**src/rtl/sgw_pkg.sv**
```systemverilog
package sgw_pkg;
   typedef enum logic [2:0] {
      ST_IDLE,
      ST_REQ_LO,
      ST_WAIT_LO,
      ST_REQ_HI,
      ST_WAIT_HI,
      ST_REGION,
      ST_FINISHED,
      ST_DRAIN
   } sgw_state_e;

   localparam int unsigned WORD_BITS  = 32;
   localparam int unsigned WORD_BYTES = WORD_BITS / 8;
endpackage

```
**src/rtl/sgw_tbl_ptr.sv**
```systemverilog
module sgw_tbl_ptr #(
   parameter int unsigned AW         = 32,
   parameter int unsigned DESC_WORDS = 2
) (
   input  logic          clk,
   input  logic          rst_n,
   input  logic          wr_en,
   input  logic [AW-1:0] wr_data,
   input  logic          load,
   input  logic          adv,
   input  logic          hi_sel,
   output logic [AW-1:0] req_addr
);
   localparam int unsigned ALIGN_BITS = $clog2(sgw_pkg::WORD_BYTES);
   localparam int unsigned STEP       = DESC_WORDS * sgw_pkg::WORD_BYTES;

   if (AW <= ALIGN_BITS + 1) begin : g_bad_aw
      $error("sgw_tbl_ptr: address width too small");
   end
   if (DESC_WORDS != 2) begin : g_bad_words
      $error("sgw_tbl_ptr: descriptor must be two words");
   end

   logic [AW-1:0] tbl_q;
   logic [AW-1:0] cur_q;
   logic          unused_lsb;

   assign unused_lsb = ^wr_data[ALIGN_BITS-1:0];

   always_ff @(posedge clk) begin
      if (!rst_n) begin
         tbl_q <= '0;
      end else if (wr_en) begin
         tbl_q <= {wr_data[AW-1:ALIGN_BITS], {ALIGN_BITS{1'b0}}};
      end
   end

   always_ff @(posedge clk) begin
      if (!rst_n) begin
         cur_q <= '0;
      end else if (load) begin
         cur_q <= tbl_q;
      end else if (adv) begin
         cur_q <= cur_q + AW'(STEP);
      end
   end

   assign req_addr = hi_sel ? (cur_q + AW'(sgw_pkg::WORD_BYTES)) : cur_q;

   AST_TBL_ALIGNED: assert property (@(posedge clk) disable iff (!rst_n)
      $past(wr_en) |-> tbl_q[ALIGN_BITS-1:0] == '0);
endmodule

```
**src/rtl/sgw_desc_decode.sv**
```systemverilog
module sgw_desc_decode #(
   parameter int unsigned AW          = 32,
   parameter int unsigned CNT_W       = 16,
   parameter int unsigned EOT_BIT     = 31,
   parameter int unsigned IRQ_BIT     = 30,
   parameter bit          ZERO_IS_MAX = 1'b1
) (
   input  logic                          clk,
   input  logic                          rst_n,
   input  logic                          cap_lo,
   input  logic                          cap_hi,
   input  logic [sgw_pkg::WORD_BITS-1:0] rsp_data,
   output logic [AW-1:0]                 base,
   output logic [CNT_W:0]                len,
   output logic                          last,
   output logic                          irq_req
);
   localparam int unsigned WB = sgw_pkg::WORD_BITS;

   if (AW > WB) begin : g_bad_aw
      $error("sgw_desc_decode: base wider than a word");
   end
   if (CNT_W >= IRQ_BIT || CNT_W >= EOT_BIT) begin : g_bad_cnt
      $error("sgw_desc_decode: count overlaps flag bits");
   end
   if (EOT_BIT == IRQ_BIT || EOT_BIT >= WB || IRQ_BIT >= WB) begin : g_bad_flags
      $error("sgw_desc_decode: flag positions invalid");
   end

   logic [AW-1:0]    base_q;
   logic [CNT_W-1:0] cnt_q;
   logic             last_q;
   logic             irq_q;
   logic             unused_bits;

   assign unused_bits = ^rsp_data;

   always_ff @(posedge clk) begin
      if (!rst_n) begin
         base_q <= '0;
      end else if (cap_lo) begin
         base_q <= rsp_data[AW-1:0];
      end
   end

   always_ff @(posedge clk) begin
      if (!rst_n) begin
         cnt_q  <= '0;
         last_q <= 1'b0;
         irq_q  <= 1'b0;
      end else if (cap_hi) begin
         cnt_q  <= rsp_data[CNT_W-1:0];
         last_q <= rsp_data[EOT_BIT];
         irq_q  <= rsp_data[IRQ_BIT];
      end
   end

   if (ZERO_IS_MAX) begin : g_zero_max
      assign len = (cnt_q == '0) ? {1'b1, {CNT_W{1'b0}}} : {1'b0, cnt_q};
   end else begin : g_zero_plain
      assign len = {1'b0, cnt_q};
   end

   assign base    = base_q;
   assign last    = last_q;
   assign irq_req = irq_q;
endmodule

```
**src/rtl/sgw_seq_fsm.sv**
```systemverilog
module sgw_seq_fsm
   import sgw_pkg::*;
(
   input  logic clk,
   input  logic rst_n,
   input  logic en,
   input  logic req_ready,
   input  logic rsp_valid,
   input  logic rgn_done,
   input  logic d_last,
   input  logic d_irq,
   output logic load,
   output logic adv,
   output logic hi_sel,
   output logic cap_lo,
   output logic cap_hi,
   output logic req_valid,
   output logic rgn_valid,
   output logic finished,
   output logic irq
);
   sgw_state_e st_q;
   sgw_state_e st_d;
   logic       irq_set;
   logic       irq_q;

   always_comb begin
      st_d    = st_q;
      load    = 1'b0;
      adv     = 1'b0;
      cap_lo  = 1'b0;
      cap_hi  = 1'b0;
      irq_set = 1'b0;
      case (st_q)
         ST_IDLE: begin
            if (en) begin
               load = 1'b1;
               st_d = ST_REQ_LO;
            end
         end
         ST_REQ_LO: begin
            if (req_ready)  st_d = en ? ST_WAIT_LO : ST_DRAIN;
            else if (!en)   st_d = ST_IDLE;
         end
         ST_WAIT_LO: begin
            if (rsp_valid) begin
               if (en) begin
                  cap_lo = 1'b1;
                  st_d   = ST_REQ_HI;
               end else begin
                  st_d = ST_IDLE;
               end
            end else if (!en) begin
               st_d = ST_DRAIN;
            end
         end
         ST_REQ_HI: begin
            if (req_ready)  st_d = en ? ST_WAIT_HI : ST_DRAIN;
            else if (!en)   st_d = ST_IDLE;
         end
         ST_WAIT_HI: begin
            if (rsp_valid) begin
               if (en) begin
                  cap_hi = 1'b1;
                  st_d   = ST_REGION;
               end else begin
                  st_d = ST_IDLE;
               end
            end else if (!en) begin
               st_d = ST_DRAIN;
            end
         end
         ST_REGION: begin
            if (!en) begin
               st_d = ST_IDLE;
            end else if (rgn_done) begin
               irq_set = d_irq;
               if (d_last) begin
                  st_d = ST_FINISHED;
               end else begin
                  adv  = 1'b1;
                  st_d = ST_REQ_LO;
               end
            end
         end
         ST_FINISHED: begin
            if (!en) st_d = ST_IDLE;
         end
         ST_DRAIN: begin
            if (rsp_valid) st_d = ST_IDLE;
         end
         default: st_d = ST_IDLE;
      endcase
   end

   always_ff @(posedge clk) begin
      if (!rst_n) begin
         st_q  <= ST_IDLE;
         irq_q <= 1'b0;
      end else begin
         st_q  <= st_d;
         irq_q <= irq_set;
      end
   end

   assign req_valid = (st_q == ST_REQ_LO) || (st_q == ST_REQ_HI);
   assign hi_sel    = (st_q == ST_REQ_HI);
   assign rgn_valid = (st_q == ST_REGION);
   assign finished  = (st_q == ST_FINISHED);
   assign irq       = irq_q;

   AST_REQ_HOLD: assert property (@(posedge clk) disable iff (!rst_n)
      req_valid && !req_ready && en |=> req_valid && $stable(hi_sel));
   AST_NO_REQ_IN_REGION: assert property (@(posedge clk) disable iff (!rst_n)
      rgn_valid |-> !req_valid);
   AST_END_QUIET: assert property (@(posedge clk) disable iff (!rst_n)
      finished |-> !req_valid && !rgn_valid);
   AST_DISABLE_QUIET: assert property (@(posedge clk) disable iff (!rst_n)
      !en |=> !rgn_valid);
   AST_IRQ_SINGLE: assert property (@(posedge clk) disable iff (!rst_n)
      irq |=> !irq);
endmodule

```
**src/rtl/sg_desc_walker.sv**
```systemverilog
module sg_desc_walker #(
   parameter int unsigned AW          = 32,
   parameter int unsigned CNT_W       = 16,
   parameter int unsigned EOT_BIT     = 31,
   parameter int unsigned IRQ_BIT     = 30,
   parameter bit          ZERO_IS_MAX = 1'b1
) (
   input  logic                          clk,
   input  logic                          rst_n,
   input  logic                          ptr_wr,
   input  logic [AW-1:0]                 ptr_wdata,
   input  logic                          chan_en,
   output logic                          rd_valid,
   input  logic                          rd_ready,
   output logic [AW-1:0]                 rd_addr,
   input  logic                          rsp_valid,
   input  logic [sgw_pkg::WORD_BITS-1:0] rsp_data,
   output logic                          rgn_valid,
   output logic [AW-1:0]                 rgn_base,
   output logic [CNT_W:0]                rgn_len,
   input  logic                          rgn_done,
   output logic                          tbl_end,
   output logic                          rgn_irq
);
   logic load, adv, hi_sel, cap_lo, cap_hi, d_last, d_irq;

   sgw_tbl_ptr #(.AW(AW), .DESC_WORDS(2)) u_ptr (
      .clk(clk), .rst_n(rst_n), .wr_en(ptr_wr), .wr_data(ptr_wdata),
      .load(load), .adv(adv), .hi_sel(hi_sel), .req_addr(rd_addr)
   );

   sgw_desc_decode #(
      .AW(AW), .CNT_W(CNT_W), .EOT_BIT(EOT_BIT), .IRQ_BIT(IRQ_BIT),
      .ZERO_IS_MAX(ZERO_IS_MAX)
   ) u_dec (
      .clk(clk), .rst_n(rst_n), .cap_lo(cap_lo), .cap_hi(cap_hi),
      .rsp_data(rsp_data), .base(rgn_base), .len(rgn_len),
      .last(d_last), .irq_req(d_irq)
   );

   sgw_seq_fsm u_fsm (
      .clk(clk), .rst_n(rst_n), .en(chan_en), .req_ready(rd_ready),
      .rsp_valid(rsp_valid), .rgn_done(rgn_done), .d_last(d_last),
      .d_irq(d_irq), .load(load), .adv(adv), .hi_sel(hi_sel),
      .cap_lo(cap_lo), .cap_hi(cap_hi), .req_valid(rd_valid),
      .rgn_valid(rgn_valid), .finished(tbl_end), .irq(rgn_irq)
   );

   AST_RD_ALIGNED: assert property (@(posedge clk) disable iff (!rst_n)
      rd_valid |-> rd_addr[1:0] == 2'b00);
   AST_ADDR_HOLD: assert property (@(posedge clk) disable iff (!rst_n)
      rd_valid && !rd_ready && chan_en |=> $stable(rd_addr));
   AST_REGION_HOLD: assert property (@(posedge clk) disable iff (!rst_n)
      rgn_valid && !rgn_done && chan_en |=> rgn_valid && $stable(rgn_base) && $stable(rgn_len));
   AST_LEN_NONZERO: assert property (@(posedge clk) disable iff (!rst_n)
      rgn_valid && ZERO_IS_MAX |-> rgn_len != '0);
endmodule

```
**config.mk**
```make
export PLATFORM = sky130hd
export DESIGN_NAME = sg_desc_walker
export DESIGN_NICKNAME = d
export VERILOG_FILES = /design/src/rtl/sgw_pkg.sv /design/src/rtl/sgw_tbl_ptr.sv /design/src/rtl/sgw_desc_decode.sv /design/src/rtl/sgw_seq_fsm.sv /design/src/rtl/sg_desc_walker.sv
export SDC_FILE = /design/constraint.sdc
export NUM_CORES = 1
export LEC_CHECK = 0
export BUFFER_PORTS_ARGS = -buffer_cell sky130_fd_sc_hd__buf_2
export CORE_ASPECT_RATIO = 0.5
export CORE_MARGIN = 1.5
export CORE_UTILIZATION = 35
export DETAILED_ROUTE_END_ITERATION = 7
export PLACE_DENSITY_LB_ADDON = 0.25
export SLEW_MARGIN = 0
export SYNTH_ARGS = -nofsm -noshare
export SYNTH_HDL_FRONTEND = slang
export SYNTH_SLANG_ARGS = --single-unit
```
**constraint.sdc**
```tcl
create_clock -name clk -period 3.89 [get_ports clk]
set_input_delay 0.5835 -clock clk [delete_from_list [all_inputs] [get_ports clk]]
set_output_delay 0.5835 -clock clk [all_outputs]
set_load 0.005 [all_outputs]
```
==> qor.yml <==
hold_violations: 0
vias_per_cell: 5.15
fill_cells: 1606
cp.arrival_ns: 2.78
num_vias: 5256
cts_buffers: 17
crit_type: "flop to output port"
ant_nets: 0
p_per_area_nw_per_um2: 454
setup_violations: 0
place.gp.congestion: 0.828
chipHeight_um: 91.5
antennaDiodeCount: 0
post_cts_resized: 0
clk_latency_ns: 0.41
ir_worst_vdd_uv: 288
clockBufferDepth: 2
maxCapViolCount: 0
clockRootBuffer: "clkbuf_16"
outcome: "finished, final reports clean"
dp_hpwl_mm: 10.5
max_freq_ghz: 0.297
drt_iter0_markers: 314
drt-pass1-iter-count: 7
tritoncts: "yes"
grt_pass1_wl_mm: 25.3
hold_class: "primary input to flop"
seq_area_frac_synth_pct: 41.7
gr-total-overflow: 0
synth_top_cell_area_share_pct: 41.7
initial_core_util_pct: 35.7
p_total_mw: 3.14
hold_buffers: 0
yosysUniqueCellTypes: 57
chipWidth_um: 180
drive_above_1_share_pct: 25.8
synth_ff_type: "dfxtp_1"
fin_cells: 1021
worstPathRequired_ns: 3.31
yosysMostFrequentCell: "nand2_1"
slew_viol_final: 0
cp_max_fo: 7
fp.dieArea_um2: 16500
period_needed_ns: 3.37
drc_errors: 0
netlist_area_um2: 5480
tns_ns: 0
grt_use_total_pct: 19.3
core_um2: 15300
syn_inst: 690
worst_pin_slew_ns: 0.905
cts.htree.levels: 4
utilization_pct: 45.1
placement_rows: 32
rsz0062_at_grt: "false"
cts.reportedPaths.clkPinSlew_ns: 0.06
synth-seq-cells: 114
grt_max_degree: 80
port_buffers: 151
finalClockSkew_ns: 0.00875
dpl_cell_area_um2: 6300
synth_top_area_cell: "dfxtp_1"
ys_warn_count: 0
post-route-period-util_pct: 86.5
cts_sinks: 114
antenna_found_initial: 0
num_io_pins: 156
start_kind: "flop"
ys_top_cells_by_count: "nand2_1, dfxtp_1, a21oi_1, nor2_1, clkbuf_1"
leakage_nw: 2.97
post-cts-setup-buffers: 0
relSlewSlack_pct: 39.0
syn_to_final_growth_pct: 26.4
grt_pass1_vias: 4887
wl_per_cell_um: 15.2
synth_area_leaders: "dfxtp_1, nand2_1, a21oi_1, mux2i_1, nor2_1"
dp.cells: 989
finalNetCount: 877
ys_async_sr_fraction_pct: 0
postRouteWirelength_mm: 15.5
synth_edf_count: 0
stdcell_area_um2: 6920
end_kind: "output port"
avgSynthCellArea_um2: 7.94
==> layer usage <==
layer	vias to the layer above	GRT usage (%)	share of wire (%)
met2	152	31.1	46
met4	0	6.18	1.4
li1	2619	-	-
met5	-	0	0
met1	2469	25.6	48
met3	16	4.13	5.3
==> cell type report <==
cell class	count	area (um2)	area share (%)
clock buffer	18	439	6.35
clock inverter	14	179	2.59
inverter	4	16.3	0.235
multi-input combinational	506	2920	42.2
sequential	114	2280	33.0
tap	204	255	3.69
timing repair buffer	161	831	12.0
==> layout by cell type, fill, tap and decap left out, drive strengths merged, types with 3 or more instances in the layout <==
cell type  count
buf          161
nand2        140
dfxtp        114
a21oi         69
nor2          59
mux2i         31
xor2          24
o21ai         23
nand3         18
clkbuf        18
nand4         15
xnor2         14
nor3          14
and3          11
a31oi         10
nor4          10
a22oi          8
inv            7
and4           5
or3            5
clkinv         5
o21a           4
o22ai          4
nand2b         3
o211ai         3
a222oi         3
a211oi         3
nor2b          3
bufinv         3
clkinvlp       3
==> path summary, 6_finish.rpt <==
check / endpoint / start / slack (ns) / depth (start not counted)
setup / recovery: rd_addr[31] / u_ptr.cur_q[3]$_SDFFE_PN0P_ / 0.52 / 7
hold / removal: u_ptr.tbl_q[21]$_SDFFE_PN0P_ / ptr_wdata[21] / 0.41 / 3
setup reg to reg: u_ptr.cur_q[5]$_SDFFE_PN0P_ / u_fsm.st_q[0]$_SDFFE_PN0P_ / 1.25 / 5
hold reg to reg: u_dec.base[7]$_SDFFE_PN0P_ / u_dec.base[7]$_SDFFE_PN0P_ / 0.45 / 2
==> power breakdown <==
group	leakage [nW]	internal (mW)	switching, mW
Combinational	1.74	0.103	0.134
Sequential	0.927	1.21	0.0459
Clock	0.294	1.03	0.613
==> metrics by stage <==
step	hold slack, ns	setup WS, ns
2_1_floorplan	0.430	1.47
3_3_place_gp	0.438	1.02
3_5_place_dp	0.445	0.968
4_1_cts	0.393	0.508
5_1_grt	0.407	0.237
6_report	0.405	0.525
==> registers in the layout (all words and copies together), names as in the netlist <==
signal	cells
u_fsm.irq	1
u_dec.base	32
u_dec.irq_req	1
u_dec.cnt_q	16
u_fsm.st_q	3
u_ptr.tbl_q	30
u_dec.last	1
u_ptr.cur_q	30
==> critical path: stages, from the launching register on <==
cell and delay, ns:
dfxtp_1 0.43, ha_1 0.25, nand3_1 0.31, nor4_4 0.61, nand3_1 0.25, nor3b_2 0.22
xor2_1 0.16, buf_2 0.13
==> cells by family (layout without fill, tap and decap cells) <==
group	Yosys count	count (layout)	share of synthesized area [%]
simple gates	293	293	25.7
buf+inv	71	197	5.21
compound gates	138	138	14.8
flops	114	114	41.7
other cells	1	2	0.0685
xor+xnor	38	38	6.08
mux	33	33	6.08
fa+ha+maj	2	2	0.457
(Power assumes the default switching activity.)
